File: src/rtl/nvm_poll_pkg.sv
package nvm_poll_pkg;
  typedef enum logic [0:0] {
    LNK_SEND = 1'b0,
    LNK_WAIT = 1'b1
  } link_state_e;
endpackage

File: src/rtl/poll_ms_timer.sv
module poll_ms_timer #(
  parameter int TIMEOUT_MS = 20,
  localparam int CW = $clog2(TIMEOUT_MS + 1)
) (
  input  logic clk,
  input  logic rst_n,
  input  logic load_i,
  input  logic run_i,
  input  logic tick_i,
  output logic expire_o
);
  logic [CW-1:0] cnt_q;

  always_ff @(posedge clk or negedge rst_n) begin
    if (!rst_n) begin
      cnt_q <= '0;
    end else if (load_i) begin
      cnt_q <= CW'(TIMEOUT_MS);
    end else if (run_i && tick_i && cnt_q != '0) begin
      cnt_q <= cnt_q - 1'b1;
    end
  end

  assign expire_o = run_i && !load_i && tick_i && (cnt_q == CW'(1));

  // the count only moves down while a wait runs
  a_r8_count_monotonic: assert property (@(posedge clk) disable iff (!rst_n)
    (run_i && !load_i) |=> (cnt_q <= $past(cnt_q)));
endmodule

File: src/rtl/poll_link.sv
module poll_link
  import nvm_poll_pkg::*;
#(
  parameter logic [7:0] CMD_BYTE  = 8'h80,
  parameter int         READY_BIT = 1
) (
  input  logic       clk,
  input  logic       rst_n,
  input  logic       active_i,
  output logic       cmd_valid_o,
  input  logic       cmd_ready_i,
  output logic [7:0] cmd_byte_o,
  input  logic       rsp_valid_i,
  output logic       rsp_ready_o,
  input  logic [7:0] rsp_byte_i,
  output logic       hit_o
);
  link_state_e st_q;
  logic        cmd_fire, rsp_fire;

  assign cmd_valid_o = active_i && (st_q == LNK_SEND);
  assign rsp_ready_o = active_i && (st_q == LNK_WAIT);
  assign cmd_byte_o  = CMD_BYTE;
  assign cmd_fire    = cmd_valid_o && cmd_ready_i;
  assign rsp_fire    = rsp_ready_o && rsp_valid_i;
  assign hit_o       = rsp_fire && rsp_byte_i[READY_BIT];

  always_ff @(posedge clk or negedge rst_n) begin
    if (!rst_n) begin
      st_q <= LNK_SEND;
    end else if (!active_i) begin
      st_q <= LNK_SEND;
    end else if (cmd_fire) begin
      st_q <= LNK_WAIT;
    end else if (rsp_fire) begin
      st_q <= LNK_SEND;
    end
  end

  // never offer a command while a response is awaited
  a_r4_one_in_flight: assert property (@(posedge clk) disable iff (!rst_n)
    !(cmd_valid_o && rsp_ready_o));
  // an accepted command is followed by waiting for its response
  a_r4_wait_after_cmd: assert property (@(posedge clk) disable iff (!rst_n)
    (cmd_fire && active_i) |=> (!cmd_valid_o));
endmodule

File: src/rtl/nvm_ready_poller.sv
module nvm_ready_poller #(
  parameter logic [7:0] OPCODE     = 8'h80,
  parameter logic [7:0] STATUS_IDX = 8'h00,
  parameter int         READY_BIT  = 1,
  parameter int         TIMEOUT_MS = 20
) (
  input  logic       clk,
  input  logic       rst_n,
  input  logic       start_i,
  input  logic       ms_tick_i,
  output logic       cmd_valid_o,
  input  logic       cmd_ready_i,
  output logic [7:0] cmd_byte_o,
  input  logic       rsp_valid_i,
  output logic       rsp_ready_o,
  input  logic [7:0] rsp_byte_i,
  output logic       done_o,
  output logic       success_o
);
  localparam logic [7:0] CMD_BYTE = OPCODE | STATUS_IDX;

  logic run_q, done_q, success_q;
  logic start_acc, hit, expire, finish;

  assign start_acc = start_i && !run_q;

  poll_ms_timer #(.TIMEOUT_MS(TIMEOUT_MS)) u_timer (
    .clk      (clk),
    .rst_n    (rst_n),
    .load_i   (start_acc),
    .run_i    (run_q),
    .tick_i   (ms_tick_i),
    .expire_o (expire)
  );

  poll_link #(.CMD_BYTE(CMD_BYTE), .READY_BIT(READY_BIT)) u_link (
    .clk         (clk),
    .rst_n       (rst_n),
    .active_i    (run_q),
    .cmd_valid_o (cmd_valid_o),
    .cmd_ready_i (cmd_ready_i),
    .cmd_byte_o  (cmd_byte_o),
    .rsp_valid_i (rsp_valid_i),
    .rsp_ready_o (rsp_ready_o),
    .rsp_byte_i  (rsp_byte_i),
    .hit_o       (hit)
  );

  assign finish = run_q && (hit || expire);

  always_ff @(posedge clk or negedge rst_n) begin
    if (!rst_n) begin
      run_q     <= 1'b0;
      done_q    <= 1'b0;
      success_q <= 1'b0;
    end else begin
      done_q <= finish;
      if (start_acc) begin
        run_q     <= 1'b1;
        success_q <= 1'b0;
      end else if (finish) begin
        run_q     <= 1'b0;
        success_q <= hit;
      end
    end
  end

  assign done_o    = done_q;
  assign success_o = success_q;

  // done lasts a single cycle
  a_r10_done_pulse: assert property (@(posedge clk) disable iff (!rst_n)
    done_o |=> !done_o);
  // result holds between events
  a_r10_result_hold: assert property (@(posedge clk) disable iff (!rst_n)
    (!start_acc && !finish) |=> $stable(success_o));
  // a ready response wins over a same-cycle expiry
  a_r9_hit_wins: assert property (@(posedge clk) disable iff (!rst_n)
    (run_q && hit) |=> (done_o && success_o));
  // an offered command holds until taken
  a_r3_cmd_hold: assert property (@(posedge clk) disable iff (!rst_n)
    (cmd_valid_o && !cmd_ready_i && !finish) |=> (cmd_valid_o && $stable(cmd_byte_o)));
  // expiry without a hit reports failure
  a_r7_timeout_fail: assert property (@(posedge clk) disable iff (!rst_n)
    (expire && !hit) |=> (done_o && !success_o));
endmodule

File: config.mk
export PLATFORM = sky130hd
export DESIGN_NAME = nvm_ready_poller
export DESIGN_NICKNAME = d
export VERILOG_FILES = /design/src/rtl/nvm_poll_pkg.sv /design/src/rtl/poll_ms_timer.sv /design/src/rtl/poll_link.sv /design/src/rtl/nvm_ready_poller.sv
export SDC_FILE = /design/constraint.sdc
export NUM_CORES = 1
export LEC_CHECK = 0
export ABC_AREA = 1
export ABC_CLOCK_PERIOD_IN_PS = 3600
export BUFFER_PORTS_ARGS = -buffer_cell sky130_fd_sc_hd__buf_2
export CORE_MARGIN = 5
export CORE_UTILIZATION = 35
export CTS_CLUSTER_DIAMETER = 30
export DETAILED_ROUTE_END_ITERATION = 16
export MAX_ROUTING_LAYER = met4
export PLACE_DENSITY = 0.65
export SYNTH_ARGS = -nofsm -noshare
export SYNTH_HDL_FRONTEND = slang
export SYNTH_HIERARCHICAL = 1
export SYNTH_SLANG_ARGS = --single-unit
export TNS_END_PERCENT = 100
File: constraint.sdc
create_clock -name clk -period 3.6 [get_ports clk]
set_input_delay 0.36 -clock clk [delete_from_list [all_inputs] [get_ports clk]]
set_output_delay 0.36 -clock clk [all_outputs]
set_load 0.1 [all_outputs]
## After elaboration in Yosys (flattened, before gate mapping)

Index checks and enable logic that the tools add are counted.
Widths: inputs -> output; s select.

| storage, ports and cells | value |
|---|---|
| register bits after elaboration | 9 |
| bits in latches | 0 |
| RAM bits | 0 |
| memory bits (read-only) | 0 |
| input port bits | 14 |
| output and inout port bits | 12 |
| logic and storage cells | 36 |
| memories kept | 0 |

| operators by class | value |
|---|---|
| add/subtract/negate cells | 1 |
| $mul | 0 |
| divide/modulo/power cells | 0 |
| magnitude comparators | 0 |
| eq/ne operators | 2 |
| shift-type cells | 0 |
| multiplexer cells | 9 |
| bitwise gates (word level) | 1 |
| reduce and logical (&&, ||, !) cells | 18 |

Operators by type and width:

| cell | number |
|---|---|
| $logic_and 1x1->1 | 12 |
| $mux 5 | 2 |
| $mux 1 | 7 |
| $eq 5x1->1 const B | 1 |
| $reduce_bool 5->1 | 1 |
| $sub 5x1->5 const B | 1 |
| $reduce_bool 2->1 | 2 |
| $ne 3x1->1 const B | 1 |
| $logic_not 1->1 | 2 |
| $logic_or 1x1->1 | 1 |
| $not 1->1 | 1 |

## Longest topological paths before layout

Gate-level depths: netlist of run 1.

| logic depth | value |
|---|---|
| depth in word-level cells | 10 |
| depth in mapped cells | 7 |
| depth with buffers taken out | 7 |

## By module

The synthesis of run 1 kept the hierarchy.

Modules (own cells, without submodules):

| module | instances | cells an instance | area each (µm²) | sequential area each (µm²) |
|---|---|---|---|---|
| poll_ms_timer | 1 | 42 | 312.8 | 125.1 |
| poll_link | 1 | 22 | 136.4 | 25.0 |
| nvm_ready_poller | 1 | 13 | 122.6 | 75.1 |

## Worst setup path before layout of run 1

OpenSTA, ideal clock, no wires.

| timing path | value |
|---|---|
| path type | register -> output |
| start | register run_q |
| end | output port cmd_valid_o |
| data arrival time | 1.740 ns |
| required time | 3.240 ns |
| path slack | 1.500 ns |
| cell stages (with the launch flop) | 3 |
| path buffers | 0 |
| path through | dfrtp_1 inv_1 nor2_1 |

| on the way | value |
|---|---|
| longest elaborated chain between the ends | 1 |

RTL lines:

| what | line | source |
|---|---|---|
| start: declaration | nvm_ready_poller.sv:22 | `logic run_q, done_q, success_q;` |
| start signal: assignment | nvm_ready_poller.sv:53 | `run_q <= 1'b0;` |
| start signal: assignment | nvm_ready_poller.sv:59 | `run_q <= 1'b1;` |
| start signal: assignment | nvm_ready_poller.sv:62 | `run_q <= 1'b0;` |
| $logic_and 1x1->1 | poll_link.sv:21 | `assign cmd_valid_o = active_i && (st_q == LNK_SEND);` |
| end: declaration | nvm_ready_poller.sv:11 | `output logic cmd_valid_o,` |

Every way passes these cells.

## Final worst setup path of run 1

| timing path | value |
|---|---|
| start | register run_q |
| end | output port rsp_ready_o |

| on the way | value |
|---|---|
| longest elaborated chain between the ends | 1 |

RTL lines:

| what | line | source |
|---|---|---|
| $logic_and 1x1->1 | poll_link.sv:22 | `assign rsp_ready_o = active_i && (st_q == LNK_WAIT);` |
| end: declaration | nvm_ready_poller.sv:15 | `output logic rsp_ready_o,` |

Every way passes these cells.

==> metrics.txt, run 1 <==
# TYPE chip_impl_metric gauge
chip_impl_info{name="cts_root_buffer",value="clkbuf_4"} 1
chip_impl_metric{name="dp_hpwl",unit="microns"} 814
chip_impl_metric{name="via_count",unit=""} 497
chip_impl_metric{name="crit_fanout",unit=""} 9
chip_impl_metric{name="power_leakage",unit="nW"} 0.388
chip_impl_metric{name="layout_skew",unit="ns"} 0.00271
chip_impl_metric{name="p_comb_share",unit="%"} 59.7
chip_impl_metric{name="initialDrtViolationCount",unit=""} 10
chip_impl_metric{name="layout.filler_cells",unit=""} 169
chip_impl_metric{name="worst_ep_required_time",unit="ns"} 3.24
chip_impl_metric{name="number_of_endpoints_failing_setup_at_the_final_stage",unit=""} 0
chip_impl_metric{name="design_power_total",unit="mW"} 0.670
chip_impl_metric{name="grt_start_max_net_pins",unit=""} 10
chip_impl_metric{name="die_h",unit="microns"} 50.4
chip_impl_metric{name="rows",unit=""} 14
chip_impl_metric{name="cts.reportedPaths.clkPinSlew",unit="ns"} 0.06
chip_impl_metric{name="cts_max_path_buffers",unit=""} 2
chip_impl_info{name="tritoncts_clock_tree",value="done"} 1
chip_impl_metric{name="design.portCount",unit=""} 26
chip_impl_metric{name="switching_share",unit="%"} 58.8
chip_impl_info{name="timing.critical_path.max_delay_family",value="flip-flops"} 1
chip_impl_metric{name="final_util",unit="%"} 42.0
chip_impl_metric{name="fin_crit",unit="ns"} 1.69
chip_impl_metric{name="seqPwrFrac",unit="%"} 28.1
chip_impl_info{name="cell_chain_critical_path",value="nand2_1 > inv_1 > buf_2"} 1
chip_impl_metric{name="coreArea",unit="sq um"} 1520
chip_impl_metric{name="areaGrowthSynthToFinish",unit="%"} 12.0
chip_impl_metric{name="setup_total_negative_slack",unit="ns"} 0
chip_impl_metric{name="global_route_wire_length_before_repair",unit="mm"} 1.77
chip_impl_metric{name="wl",unit="mm"} 1.02
chip_impl_metric{name="initial_utilization",unit="%"} 37.5
chip_impl_metric{name="netlist_instances",unit=""} 77
chip_impl_metric{name="floorplan.die_area",unit="sq um"} 2540
chip_impl_metric{name="final_stage_net_count",unit=""} 107
chip_impl_info{name="rsz0062_at_grt",value="no"} 1
chip_impl_metric{name="postSynthAreaPerCell",unit="sq um"} 7.43
chip_impl_metric{name="number_of_unique_standard_cell_types_used_by_synthesis",unit=""} 16
chip_impl_metric{name="arrival",unit="ns"} 1.33
chip_impl_metric{name="synth.yosys.seq_area_share",unit="%"} 39.4
chip_impl_metric{name="final_layout_size_suffix_gt1_share",unit="%"} 22.2
chip_impl_metric{name="post_detailed_route_wirelength_per_cell",unit="microns"} 9.60
chip_impl_metric{name="power.internal",unit="mW"} 0.276
chip_impl_metric{name="final.period_utilization",unit="%"} 46.9
chip_impl_metric{name="dr.pass1.iters",unit=""} 4
chip_impl_metric{name="fmaxAchievable",unit="MHz"} 592
chip_impl_info{name="crit_type",value="register to primary output"} 1
chip_impl_metric{name="grt.total_usage",unit="%"} 9.05
chip_impl_metric{name="ctsResizeCount",unit=""} 0
chip_impl_metric{name="htree_levels",unit=""} 1
chip_impl_metric{name="clock_power_share",unit="%"} 12.2
chip_impl_metric{name="p_per_area",unit="nW/um^2"} 1050
chip_impl_metric{name="critical_path.max_stage_delay",unit="ns"} 0.47
chip_impl_info{name="nature_of_the_critical_path_startpoint",value="register"} 1
chip_impl_metric{name="drc",unit=""} 0
chip_impl_metric{name="timing_max_transition_violations_final",unit=""} 0
chip_impl_metric{name="worstPathBufferInverterCount",unit=""} 2
chip_impl_info{name="path_category_of_the_worst_min_delay_check",value="input pin to register"} 1
chip_impl_metric{name="die_width",unit="microns"} 50.4
chip_impl_metric{name="finalHoldViolations",unit=""} 0
chip_impl_metric{name="ir_drop",unit="V"} 0.000674
chip_impl_metric{name="antenna_cells",unit=""} 0
chip_impl_metric{name="tritoncts_num_sinks",unit=""} 9
chip_impl_metric{name="synth_area",unit="sq um"} 572
chip_impl_metric{name="total_overflow_reported_by_the_global_router",unit=""} 0
chip_impl_info{name="status",value="finished clean"} 1
chip_impl_metric{name="route.detailed.vias_per_inst",unit=""} 4.69
chip_impl_metric{name="post-cts-setup-buffer-count",unit=""} 0
chip_impl_metric{name="gp_congestion",unit=""} 0.788
chip_impl_metric{name="power.net_switching",unit="mW"} 0.394
chip_impl_metric{name="ys_seq_elements",unit=""} 9
chip_impl_metric{name="port_buffers",unit=""} 10
chip_impl_metric{name="clock_insertion_delay_worst_skew",unit="ns"} 0.27
chip_impl_metric{name="holdBufCountCts",unit=""} 1
chip_impl_metric{name="yosysWarnings",unit=""} 6
chip_impl_metric{name="grt_pass1_vias",unit=""} 442
chip_impl_metric{name="grt_antenna_before_repair",unit=""} 0
chip_impl_metric{name="numCtsBuffers",unit=""} 3
chip_impl_info{name="critical_path.slowest_cell",value="dfrtp_1"} 1
chip_impl_metric{name="drv_cap",unit=""} 0
chip_impl_info{name="endpoint_kind",value="primary output"} 1
chip_impl_metric{name="route.antenna.remaining_nets",unit=""} 0
-- path summary, 6_finish.rpt --
check | startpoint | end | slack (ns) | cells past startpoint
worst max-delay path | run_q | rsp_ready_o | 1.91 | 3
worst min-delay path | cmd_ready_i | u_link/st_q | 0.31 | 3
worst max register to register | run_q | run_q | 2.28 | 7
worst min register to register | u_timer/cnt_q[4] | u_timer/cnt_q[4] | 0.49 | 2
max in group asynchronous | rst_n | run_q | 2.96 | 2
min in group asynchronous | rst_n | u_timer/cnt_q[0] | 0.46 | 2
-- flip-flops by register name, summed over array words and instances, names as in the netlist --
signal / cells
done_o: 1
u_timer/cnt_q: 5
u_link/st_q: 1
run_q: 1
success_o: 1
-- final cells by class --
class	instances	area (sq um)	area share [%]
repair buffers	11	60.1	9.38
flip-flops and latches	9	225	35.2
clock buffers	4	26.3	4.10
well taps	16	20.0	3.13
multi-input cells	52	256	40.0
inverters	14	52.6	8.20
-- tightest hold or removal path, delay by kind of cell --
kind	cells	cell delay [ns]
buffers and inverters	1	0.07
and+or+nand+nor	2	0.11
-- layer usage --
metal	global-route usage, %	share of wire [%]
met2	13.2	46
met5	-	0
met4	3.83	2.1
met3	3.55	7.1
met1	11.1	45
-- placed cells by master (no fill, tap or decap), drive strengths merged --
master        n
nand2        19
ha            2
nand4         2
nand3        11
buf          10
nor3          1
inv          14
dfrtp         9
conb          8
o21ai         2
clkbuf        4
a21oi         1
nor2          6
dlygate4sd3   1
-- cells by family after synthesis --
| kind of cell | Yosys count | synth area share [%] |
|---|---|---|
| AOI/OAI and AO/OA | 3 | 2.63 |
| adders and majority gates | 2 | 4.38 |
| buffers and inverters | 22 | 19.7 |
| DFF | 9 | 39.4 |
| other | 2 | 1.31 |
| and+or+nand+nor | 39 | 32.6 |
-- power by group through the flow --
stage | clock, mW | combinational [mW] | sequential [mW]
6_report | 0.0814 | 0.400 | 0.188
5_1_grt | 0.0885 | 0.433 | 0.197
4_1_cts | 0.0829 | 0.402 | 0.189
3_5_place_dp | 0 | 0.400 | 0.190
3_3_place_gp | 0 | 0.393 | 0.189
2_1_floorplan | 0 | 0.299 | 0.234
-- cells in the mapped netlist (all sizes together) --
library cell	number	area (sq um)
buf	8	60.1
dfrtp	9	225
nor2	6	25.0
nand2	19	78.8
conb	2	7.51
a21oi	1	5.00
nand3	11	65.1
o21ai	2	10.0
inv	14	52.6
nor3	1	5.00
nand4	2	12.5
ha	2	25.0
-- through the flow --
step                hold slack [ns]  instance area [sq um]  worst slack [ns]  cells
floorplan                    0.0644                    594              1.50     83
global placement              0.224                    604              2.22    101
detailed placement            0.224                    604              2.20    101
CTS                           0.316                    641              1.90    106
global route                  0.346                    641              1.83    106
finish                        0.315                    641              1.91    106
Note: power is estimated with default switching activity, not from simulation.
==> run 2, diff against run 1 <==
--- a/config.mk
+++ b/config.mk
@@ -6,14 +6,14 @@
 export NUM_CORES = 1
 export LEC_CHECK = 0
 export ABC_AREA = 1
-export ABC_CLOCK_PERIOD_IN_PS = 3600
+export ABC_CLOCK_PERIOD_IN_PS = 1500
 export BUFFER_PORTS_ARGS = -buffer_cell sky130_fd_sc_hd__buf_2
 export CORE_MARGIN = 5
 export CORE_UTILIZATION = 35
 export CTS_CLUSTER_DIAMETER = 30
 export DETAILED_ROUTE_END_ITERATION = 16
 export MAX_ROUTING_LAYER = met4
-export PLACE_DENSITY = 0.65
+export PLACE_DENSITY = 0.67
 export SYNTH_ARGS = -nofsm -noshare
 export SYNTH_HDL_FRONTEND = slang
 export SYNTH_HIERARCHICAL = 1
==> constraint.sdc (replaced) <==
create_clock -name clk -period 1.5 [get_ports clk]
set_input_delay 0.15 -clock clk [delete_from_list [all_inputs] [get_ports clk]]
set_output_delay 0.15 -clock clk [all_outputs]
set_load 0.1 [all_outputs]
==> run 2 against run 1 <==
Against the previous run: worst hold slack worse by 0.19 ns; first-iteration DRC count down 30%; wire length up 0.59%; via count down 4.6%; sequential share of layout area down 1.1 points; cell count unchanged; critical path depth unchanged; clock skew up 0.00077 ns; clock-buffer cell count unchanged; global-route usage down 0.49 points; cell area up 3.1%; combinational power rose to 2.6 times the previous value; largest power group unchanged.
==> metrics.txt, run 2 (same netlist as run 1, synthesis figures left out) <==
# TYPE chip_impl_metric gauge
chip_impl_metric{name="wl",unit="mm"} 1.02
chip_impl_metric{name="grt_start_max_net_pins",unit=""} 10
chip_impl_metric{name="cts.reportedPaths.clkPinSlew",unit="ns"} 0.06
chip_impl_metric{name="post-cts-setup-buffer-count",unit=""} 0
chip_impl_metric{name="via_count",unit=""} 474
chip_impl_metric{name="ir_drop",unit="V"} 0.00138
chip_impl_info{name="endpoint_kind",value="primary output"} 1
chip_impl_info{name="cts_root_buffer",value="clkbuf_4"} 1
chip_impl_metric{name="setup_total_negative_slack",unit="ns"} 0
chip_impl_metric{name="drc",unit=""} 0
chip_impl_info{name="final_cell_mix",value="16 x nand2_1, 13 x inv_1, 9 x nand3_1, 9 x dfrtp_1"} 1
chip_impl_metric{name="final_util",unit="%"} 43.3
chip_impl_info{name="path_category_of_the_worst_min_delay_check",value="input pin to register"} 1
chip_impl_metric{name="crit_fanout",unit=""} 9
chip_impl_metric{name="clock_insertion_delay_worst_skew",unit="ns"} 0.26
chip_impl_info{name="tritoncts_clock_tree",value="done"} 1
chip_impl_metric{name="power_leakage",unit="nW"} 0.394
chip_impl_metric{name="die_width",unit="microns"} 50.4
chip_impl_info{name="critical_path.slowest_cell",value="dfrtp_1"} 1
chip_impl_metric{name="arrival",unit="ns"} 1.22
chip_impl_metric{name="route.antenna.remaining_nets",unit=""} 0
chip_impl_metric{name="global_route_wire_length_before_repair",unit="mm"} 1.61
chip_impl_metric{name="dp_hpwl",unit="microns"} 842
chip_impl_metric{name="cts_max_path_buffers",unit=""} 2
chip_impl_metric{name="die_h",unit="microns"} 50.4
chip_impl_metric{name="layout_skew",unit="ns"} 0.00348
chip_impl_metric{name="drv_cap",unit=""} 0
chip_impl_metric{name="final_stage_net_count",unit=""} 107
chip_impl_metric{name="dr.pass1.iters",unit=""} 4
chip_impl_metric{name="largest_register_ff_count",unit=""} 5
chip_impl_metric{name="initial_utilization",unit="%"} 37.5
chip_impl_metric{name="grt_pass1_vias",unit=""} 429
chip_impl_metric{name="design_power_total",unit="mW"} 1.68
chip_impl_metric{name="rows",unit=""} 14
chip_impl_metric{name="fmaxAchievable",unit="MHz"} 729
chip_impl_info{name="rsz0062_at_grt",value="no"} 1
chip_impl_metric{name="floorplan.die_area",unit="sq um"} 2540
chip_impl_metric{name="final_layout_size_suffix_gt1_share",unit="%"} 23.3
chip_impl_metric{name="number_of_endpoints_failing_setup_at_the_final_stage",unit=""} 0
chip_impl_metric{name="worst_ep_required_time",unit="ns"} 1.35
chip_impl_metric{name="grt_antenna_before_repair",unit=""} 0
chip_impl_metric{name="critical_path.max_stage_delay",unit="ns"} 0.48
chip_impl_info{name="layout.cells.most_common",value="nand2_1"} 1
chip_impl_metric{name="htree_levels",unit=""} 1
chip_impl_metric{name="total_overflow_reported_by_the_global_router",unit=""} 0
chip_impl_info{name="largest-register",value="u_timer/cnt_q"} 1
chip_impl_metric{name="tritoncts_num_sinks",unit=""} 9
chip_impl_metric{name="fin_crit",unit="ns"} 1.37
chip_impl_metric{name="coreArea",unit="sq um"} 1520
chip_impl_metric{name="final.period_utilization",unit="%"} 91.5
chip_impl_metric{name="port_buffers",unit=""} 10
chip_impl_metric{name="grt.total_usage",unit="%"} 8.55
chip_impl_metric{name="antenna_cells",unit=""} 0
chip_impl_info{name="nature_of_the_critical_path_startpoint",value="register"} 1
chip_impl_metric{name="areaGrowthSynthToFinish",unit="%"} 15.5
chip_impl_metric{name="timing_max_transition_violations_final",unit=""} 0
chip_impl_metric{name="numCtsBuffers",unit=""} 3
chip_impl_metric{name="initialDrtViolationCount",unit=""} 7
chip_impl_info{name="timing.critical_path.max_delay_family",value="flip-flops"} 1
chip_impl_info{name="cell_chain_critical_path",value="nand2_1 > inv_1 > clkbuf_4"} 1
chip_impl_metric{name="gp_congestion",unit=""} 0.804
chip_impl_metric{name="post_detailed_route_wirelength_per_cell",unit="microns"} 9.66
chip_impl_metric{name="design.portCount",unit=""} 26
chip_impl_metric{name="p_per_area",unit="nW/um^2"} 2540
chip_impl_info{name="crit_type",value="register to primary output"} 1
chip_impl_info{name="status",value="finished clean"} 1
chip_impl_metric{name="route.detailed.vias_per_inst",unit=""} 4.47
chip_impl_metric{name="finalHoldViolations",unit=""} 0
chip_impl_metric{name="worstPathBufferInverterCount",unit=""} 2
[run 2: cell count changes in the layout (fill, tap and decap cells not counted), sizes merged]
cell / before / now
buf: 10 / 9
clkbuf: 4 / 5
[run 2: per-layer routing]
layer / part of all wire (%) / track usage [%] / vias up
li1: - / - / 245
met1: 38 / 8.35 / 212
met2: 51 / 14.0 / 17
met3: 11 / 5.33 / 0
met4: 0 / 2.55 / 0
met5: 0 / - / -
[run 2: area by class of cell]
class                   instances  area (sq um)
clock buffers                   4          26.3
fillers                       159           863
inverters                      14          52.6
multi-input cells              52           259
flip-flops and latches          9           225
well taps                      16          20.0
repair buffers                 11          77.6
[run 2: worst register-to-register path: stages (launching register included)]
cell	delay (ns)
dfrtp_1	0.48
inv_1	0.10
nand2_2	0.09
inv_1	0.11
nor3_1	0.21
nand2_1	0.12
nand3_1	0.11
nand2_1	0.05
[run 2: timing repair]
action	CTS	global route
setup endpoints to repair	0	1
resized for setup	0	1
hold buffers	1	0
endpoints found under the hold margin	9	0
[run 2: where the power goes]
part | leakage [nW] | internal, mW | total, mW | switching (mW)
Sequential | 0.108 | 0.352 | 0.456 | 0.104
Combinational | 0.271 | 0.272 | 1.04 | 0.765
Clock | 0.0150 | 0.102 | 0.184 | 0.0817
[run 2: worst paths after layout]
kind | start | to | slack (ns) | cells past startpoint
hold reg to reg | u_timer/cnt_q[4] | u_timer/cnt_q[4] | 0.50 | 2
max in group asynchronous | rst_n | u_link/st_q | 1.05 | 2
setup / recovery | run_q | rsp_ready_o | 0.13 | 3
min in group asynchronous | rst_n | u_timer/cnt_q[4] | 0.27 | 2
setup reg to reg | run_q | run_q | 0.13 | 7
hold / removal | cmd_ready_i | u_link/st_q | 0.12 | 3
[run 2: stage by stage]
step	instances	setup slack, ns	cell area, sq um	hold slack (ns)
2_1_floorplan	83	0.0649	597	-0.146
3_3_place_gp	101	0.188	622	0.0131
3_5_place_dp	101	0.145	622	0.0164
4_1_cts	106	0.0227	658	0.113
5_1_grt	106	0.0442	661	0.107
6_report	106	0.128	661	0.123
